$ cat config.mk
export PLATFORM = sky130hd
export DESIGN_NAME = spi_irq_agg
export DESIGN_NICKNAME = d
export VERILOG_FILES = /design/src/rtl/spi_irq_pkg.sv /design/src/rtl/spi_irq_ctrl.sv /design/src/rtl/spi_irq_datapath.sv /design/src/rtl/spi_irq_agg.sv
export SDC_FILE = /design/constraint.sdc
export NUM_CORES = 1
export LEC_CHECK = 0
export ABC_AREA = 1
export BUFFER_PORTS_ARGS = -buffer_cell sky130_fd_sc_hd__buf_2
export CELL_PAD_IN_SITES_DETAIL_PLACEMENT = 2
export CELL_PAD_IN_SITES_GLOBAL_PLACEMENT = 2
export CORE_UTILIZATION = 37
export CTS_CLUSTER_SIZE = 25
export DETAILED_ROUTE_END_ITERATION = 10
export PLACE_DENSITY_LB_ADDON = 0.1
export REMOVE_ABC_BUFFERS = 1
export SKIP_CTS_REPAIR_TIMING = 1
export SLEW_MARGIN = 20
export SYNTH_ARGS = -nofsm -noshare
export SYNTH_HDL_FRONTEND = slang
export SYNTH_SLANG_ARGS = --single-unit
$ cat constraint.sdc
create_clock -name clk -period 2.4 [get_ports clk]
set_input_delay 0.12 -clock clk [delete_from_list [all_inputs] [get_ports clk]]
set_output_delay 0.12 -clock clk [all_outputs]
set_load 0.01 [all_outputs]
$ cat src/rtl/spi_irq_pkg.sv
package spi_irq_pkg;
  typedef enum logic [1:0] {
    SEL_NONE   = 2'd0,
    SEL_STATUS = 2'd1,
    SEL_ENABLE = 2'd2,
    SEL_GLOBAL = 2'd3
  } rdSel_e;

  typedef struct packed {
    logic   wrStatus;
    logic   wrEnable;
    logic   wrGlobal;
    logic   access;
    rdSel_e rdSel;
  } ctrlStrobes_t;

  localparam int BIT_TX_EMPTY    = 2;
  localparam int BIT_TX_UNDERRUN = 3;
  localparam int BIT_RX_FULL     = 4;
  localparam int BIT_RX_OVERRUN  = 5;
  localparam int BIT_TX_HALF     = 6;
  localparam int BIT_RX_NOTEMPTY = 8;
endpackage

$ cat src/rtl/spi_irq_ctrl.sv
module spi_irq_ctrl
  import spi_irq_pkg::*;
#(
  parameter int ADDR_W     = 8,
  parameter int OFS_GLOBAL = 'h1C,
  parameter int OFS_STATUS = 'h20,
  parameter int OFS_ENABLE = 'h28
) (
  input  logic              regWrEn,
  input  logic              regRdEn,
  input  logic [ADDR_W-1:0] regAddr,
  output ctrlStrobes_t      strobes
);
  localparam logic [ADDR_W-1:0] A_GLOBAL = ADDR_W'(OFS_GLOBAL);
  localparam logic [ADDR_W-1:0] A_STATUS = ADDR_W'(OFS_STATUS);
  localparam logic [ADDR_W-1:0] A_ENABLE = ADDR_W'(OFS_ENABLE);

  logic hitStatus, hitEnable, hitGlobal;

  always_comb begin
    hitStatus = (regAddr == A_STATUS);
    hitEnable = (regAddr == A_ENABLE);
    hitGlobal = (regAddr == A_GLOBAL);

    strobes.wrStatus = regWrEn && hitStatus;
    strobes.wrEnable = regWrEn && hitEnable;
    strobes.wrGlobal = regWrEn && hitGlobal;
    strobes.access   = regWrEn || regRdEn;

    if (hitStatus)      strobes.rdSel = SEL_STATUS;
    else if (hitEnable) strobes.rdSel = SEL_ENABLE;
    else if (hitGlobal) strobes.rdSel = SEL_GLOBAL;
    else                strobes.rdSel = SEL_NONE;
  end
endmodule

$ cat src/rtl/spi_irq_datapath.sv
module spi_irq_datapath
  import spi_irq_pkg::*;
#(
  parameter int DATA_W = 32
) (
  input  logic              clk,
  input  logic              rstN,
  input  ctrlStrobes_t      strobes,
  input  logic [DATA_W-1:0] wrData,
  input  logic              evByteDone,
  input  logic              evTxUnderrun,
  input  logic              evRxFull,
  input  logic              evRxOverrun,
  input  logic              evTxHalfEmpty,
  input  logic              rxLvlNotEmpty,
  input  logic              rxLvlFull,
  output logic [DATA_W-1:0] rdData,
  output logic [DATA_W-1:0] statusQ,
  output logic [DATA_W-1:0] enableQ,
  output logic [DATA_W-1:0] globalQ,
  output logic              irqQ
);
  localparam int GIE_BIT = DATA_W - 1;

  logic [DATA_W-1:0] eventSet, levelSet, toggled;
  logic [DATA_W-1:0] statusD, enableD, globalD;

  always_comb begin
    eventSet = '0;
    eventSet[BIT_TX_EMPTY]    = evByteDone;
    eventSet[BIT_RX_NOTEMPTY] = evByteDone;
    eventSet[BIT_TX_UNDERRUN] = evTxUnderrun;
    eventSet[BIT_RX_FULL]     = evRxFull;
    eventSet[BIT_RX_OVERRUN]  = evRxOverrun;
    eventSet[BIT_TX_HALF]     = evTxHalfEmpty;

    levelSet = '0;
    levelSet[BIT_RX_NOTEMPTY] = strobes.access && rxLvlNotEmpty;
    levelSet[BIT_RX_FULL]     = strobes.access && rxLvlFull;

    toggled = strobes.wrStatus ? (statusQ ^ wrData) : statusQ;
    statusD = toggled | eventSet | levelSet;
    enableD = strobes.wrEnable ? wrData : enableQ;
    globalD = strobes.wrGlobal ? wrData : globalQ;
  end

  always_ff @(posedge clk or negedge rstN) begin
    if (!rstN) begin
      statusQ <= '0;
      enableQ <= '0;
      globalQ <= '0;
      irqQ    <= 1'b0;
    end else begin
      statusQ <= statusD;
      enableQ <= enableD;
      globalQ <= globalD;
      irqQ    <= (|(statusD & enableD)) && globalD[GIE_BIT];
    end
  end

  always_comb begin
    unique case (strobes.rdSel)
      SEL_STATUS: rdData = statusQ;
      SEL_ENABLE: rdData = enableQ;
      SEL_GLOBAL: rdData = globalQ;
      default:    rdData = '0;
    endcase
  end
endmodule

$ cat src/rtl/spi_irq_agg.sv
module spi_irq_agg
  import spi_irq_pkg::*;
#(
  parameter int ADDR_W     = 8,
  parameter int DATA_W     = 32,
  parameter int OFS_GLOBAL = 'h1C,
  parameter int OFS_STATUS = 'h20,
  parameter int OFS_ENABLE = 'h28
) (
  input  logic              clk,
  input  logic              rstN,
  input  logic              regWrEn,
  input  logic              regRdEn,
  input  logic [ADDR_W-1:0] regAddr,
  input  logic [DATA_W-1:0] regWrData,
  output logic [DATA_W-1:0] regRdData,
  input  logic              evByteDone,
  input  logic              evTxUnderrun,
  input  logic              evRxFull,
  input  logic              evRxOverrun,
  input  logic              evTxHalfEmpty,
  input  logic              rxLvlNotEmpty,
  input  logic              rxLvlFull,
  output logic              irqOut
);
  ctrlStrobes_t      strobes;
  logic [DATA_W-1:0] statusQ, enableQ, globalQ;

  spi_irq_ctrl #(
    .ADDR_W(ADDR_W), .OFS_GLOBAL(OFS_GLOBAL),
    .OFS_STATUS(OFS_STATUS), .OFS_ENABLE(OFS_ENABLE)
  ) i_ctrl (
    .regWrEn(regWrEn), .regRdEn(regRdEn), .regAddr(regAddr), .strobes(strobes)
  );

  spi_irq_datapath #(.DATA_W(DATA_W)) i_dp (
    .clk(clk), .rstN(rstN), .strobes(strobes), .wrData(regWrData),
    .evByteDone(evByteDone), .evTxUnderrun(evTxUnderrun), .evRxFull(evRxFull),
    .evRxOverrun(evRxOverrun), .evTxHalfEmpty(evTxHalfEmpty),
    .rxLvlNotEmpty(rxLvlNotEmpty), .rxLvlFull(rxLvlFull),
    .rdData(regRdData), .statusQ(statusQ), .enableQ(enableQ),
    .globalQ(globalQ), .irqQ(irqOut)
  );
endmodule

==> metrics.txt <==
layout cell share with drive strength beyond 1 a little under a third; initial antenna violation count 0; post-synthesis simple-gate area fraction between 30% and 40%; number of optimization iterations in the first detailed-route pass 4; maximum number of pins on one net before global-route repair 45; Switching Fraction 25.0%; final setup vio count 0; global-route wire length before repair 26.9 mm; biggest fanout along the worst timing path 31; Clock Power Share 41.9%; average cell area after synthesis between 8 and 9 µm²; iteration-0 DRC count of the detailed router ~130; TritonCTS sink count between 90 and 100; final worst clock skew 5.85 ps; I/O pin count 84; Total Power Consumption approximately 3.6 mW; layout overhead on the synthesized area 17.2%; antenna fix cells 0; CTS Buf Count 9; Detail Route met2 WL a little over 8 mm; static leakage power 3.20 nW; total congestion overflow 0; overall routing resource usage 24.2%; Vias 4501; maximum clock frequency between 0.5 and 0.6 GHz; arithmetic-cell share of the synthesized area counting full adders, half adders and majority gates 0%; clock slew at reported path FFs about 60 ps; share of cell area taken by muxes after synthesis 2.34%; main flop type after synthesis sky130_fd_sc_hd__dfrtp_1; utilization after layout around 44%; Hold Vio Cnt, Final 0; Slew @ Worst Pin 548 ps; min setup slack post-route 629 ps; post-synthesis cell count 620; min-delay worst type in -> reg; setup slack at placement ~360 ps; clk buf depth 2; cell internal power dissipation 2.74 mW; effective utilization at floorplan 37.9%; routed len/inst approximately 19 µm; detail-routed via count per cell 5.08; Seq pwr share 48.5%; fraction of synthesized cell area in xor and xnor cells 4.97%; sequential element share of the synthesized area between 40 and 50%; final clock period utilization by the worst path 73.8%; count of unresolved DRC violations after routing 0; clock latency on the worst-skew pair roughly 350 ps; count of different cell masters after synthesis 32; max-slew violation count 0; total detailed-routing wirelength 16.5 mm; placeable core region between 0.01 and 0.015 mm²; routability-driven placement congestion ratio 0.810; number of nets still failing antenna checks after routing 0; WS Path Type in -> out; synthesized-area fraction occupied by ao, oa, aoi and oai cells 8.02%; max layer used met4; cell area after placement 0.00588 mm²; net total in the final layout 752; normalized max-slew margin 63.5%; yosys synthesis warning count 0; final instance area just over 0.006 mm²; routed wire length on met3 ~440 µm; main combinational cell family by area after synthesis simple AND/OR/NAND/NOR gates; IR Drop Worst-Case VDD 330 µV; length of routed wiring on met1 7.64 mm; critical path capture point type output pin; Filler Cells Inserted 1578; launching element type of the critical path input port; setup TNS 0 ps; max_cap viols 0; Crit path arrival time 1650 ps; CTS tree done; required time reported for the critical path endpoint 2280 ps; root buffer selected by CTS sky130_fd_sc_hd__clkbuf_16; total net switching power 0.912 mW; RSZ-0062 raised after global routing no; placed wire-length estimate after detailed placement ~11 mm; row count 43; total die area 0.0148 mm²; number of flip-flops and latches in the synthesized netlist 97; run status complete, no violations; EDFF count, synth 0; quantity of I/O buffers inserted on ports 83; via count of the first global-routing pass 5088; post-synthesis cell area 0.00529 mm²; fin crit period 1770 ps; die height 122 µm; die width about 120 µm; Power Density 589 mW/mm²; fraction of registers with async set/reset 100%; combinational fraction of design power under 10%; H-tree Lvls 3
==> cell usage after synthesis, drive strengths merged, types with 4 or more instances <==
cell / count / area [µm²]
buf: 21 / 189
clkbuf: 8 / 30.0
dfrtp: 97 / 2430
inv: 36 / 135
mux2: 11 / 124
nand2: 263 / 1080
nand3: 65 / 420
nor2: 20 / 134
o211ai: 4 / 30.0
o21ai: 54 / 375
xnor2: 13 / 114
xor2: 17 / 149
==> cell families after synthesis <==
| family | Yosys count |
|---|---|
| buffers and inverters | 65 |
| AO/OA/AOI/OAI | 61 |
| multiplexers | 11 |
| flip-flops | 97 |
| XOR/XNOR | 30 |
| AND/OR/NAND/NOR | 356 |
==> final timing paths <==
check / slack [ps] / endpoint / cells after the start / startpoint
setup / recovery: 630 / regRdData[8] / 9 / regAddr[4]
hold / removal: 4 / i_dp.statusQ[6] / 3 / evTxHalfEmpty
setup reg to reg: 930 / i_dp.irqQ / 10 / i_dp.statusQ[0]
hold reg to reg: 490 / i_dp.globalQ[15] / 1 / i_dp.globalQ[15]
max in group asynchronous: 1390 / i_dp.statusQ[18] / 3 / rstN
min in group asynchronous: 290 / i_dp.enableQ[11] / 2 / rstN
==> cells in the final DEF (no fill, tap or decap), drive strengths merged <==
cell	n
nand3	65
or2	1
mux2	11
nand3b	3
clkbuf	14
dlygate4sd3	1
nor4	1
nor2	20
clkinv	1
bufinv	1
xor2	17
nand2	263
nand4	3
o21ai	54
dfrtp	97
buf	98
a21oi	3
xnor2	13
inv	36
o211ai	4
==> sequential cells by signal, indices dropped and copies added (netlist names) <==
signal	flops
i_dp.enableQ	32
i_dp.globalQ	32
i_dp.irqQ	1
i_dp.statusQ	32
==> per-layer routing <==
metal,up-vias,global-route usage (%)
met2,77,41.5
met5,-,0
met1,2280,31.1
met4,0,7.72
met3,16,3.89
li1,2128,-
==> power groups by stage <==
stage                     clock network, mW  logic, mW  registers (mW)
after floorplan                           0      0.176            1.78
after global placement                    0      0.335            1.79
after detailed placement                  0      0.354            1.80
after CTS                              1.57      0.359            1.77
after global routing                   1.62      0.395            1.78
final                                  1.53      0.352            1.77
==> critical path: stages <==
cell and delay [ps]:
sky130_fd_sc_hd__buf_2 100, sky130_fd_sc_hd__inv_2 40, sky130_fd_sc_hd__nor4_1 330, sky130_fd_sc_hd__nand2_1 170, sky130_fd_sc_hd__inv_2 90, sky130_fd_sc_hd__buf_4 400
sky130_fd_sc_hd__nand2_1 110, sky130_fd_sc_hd__nand3_1 130, sky130_fd_sc_hd__buf_2 150
==> layout make-up <==
type / instances / area [µm²] / area share [%]
Timing Repair Buffer: 99 / 591 / 9.53
Clock buffer: 14 / 274 / 4.42
Multi-Input combinational cell: 458 / 2510 / 40.5
Sequential cell: 97 / 2430 / 39.2
Tap cell: 180 / 225 / 3.64
Inverter: 36 / 135 / 2.18
Clock inverter: 2 / 35.0 / 0.566
==> metrics by stage <==
step / hold slack (ps) / cells
after floorplan: -176 / 591
after global placement: 134 / 869
final: 3.91 / 886
after global routing: 8.57 / 886
after detailed placement: 130 / 869
after CTS: -253 / 885
Power figures use the tool's default switching activity.
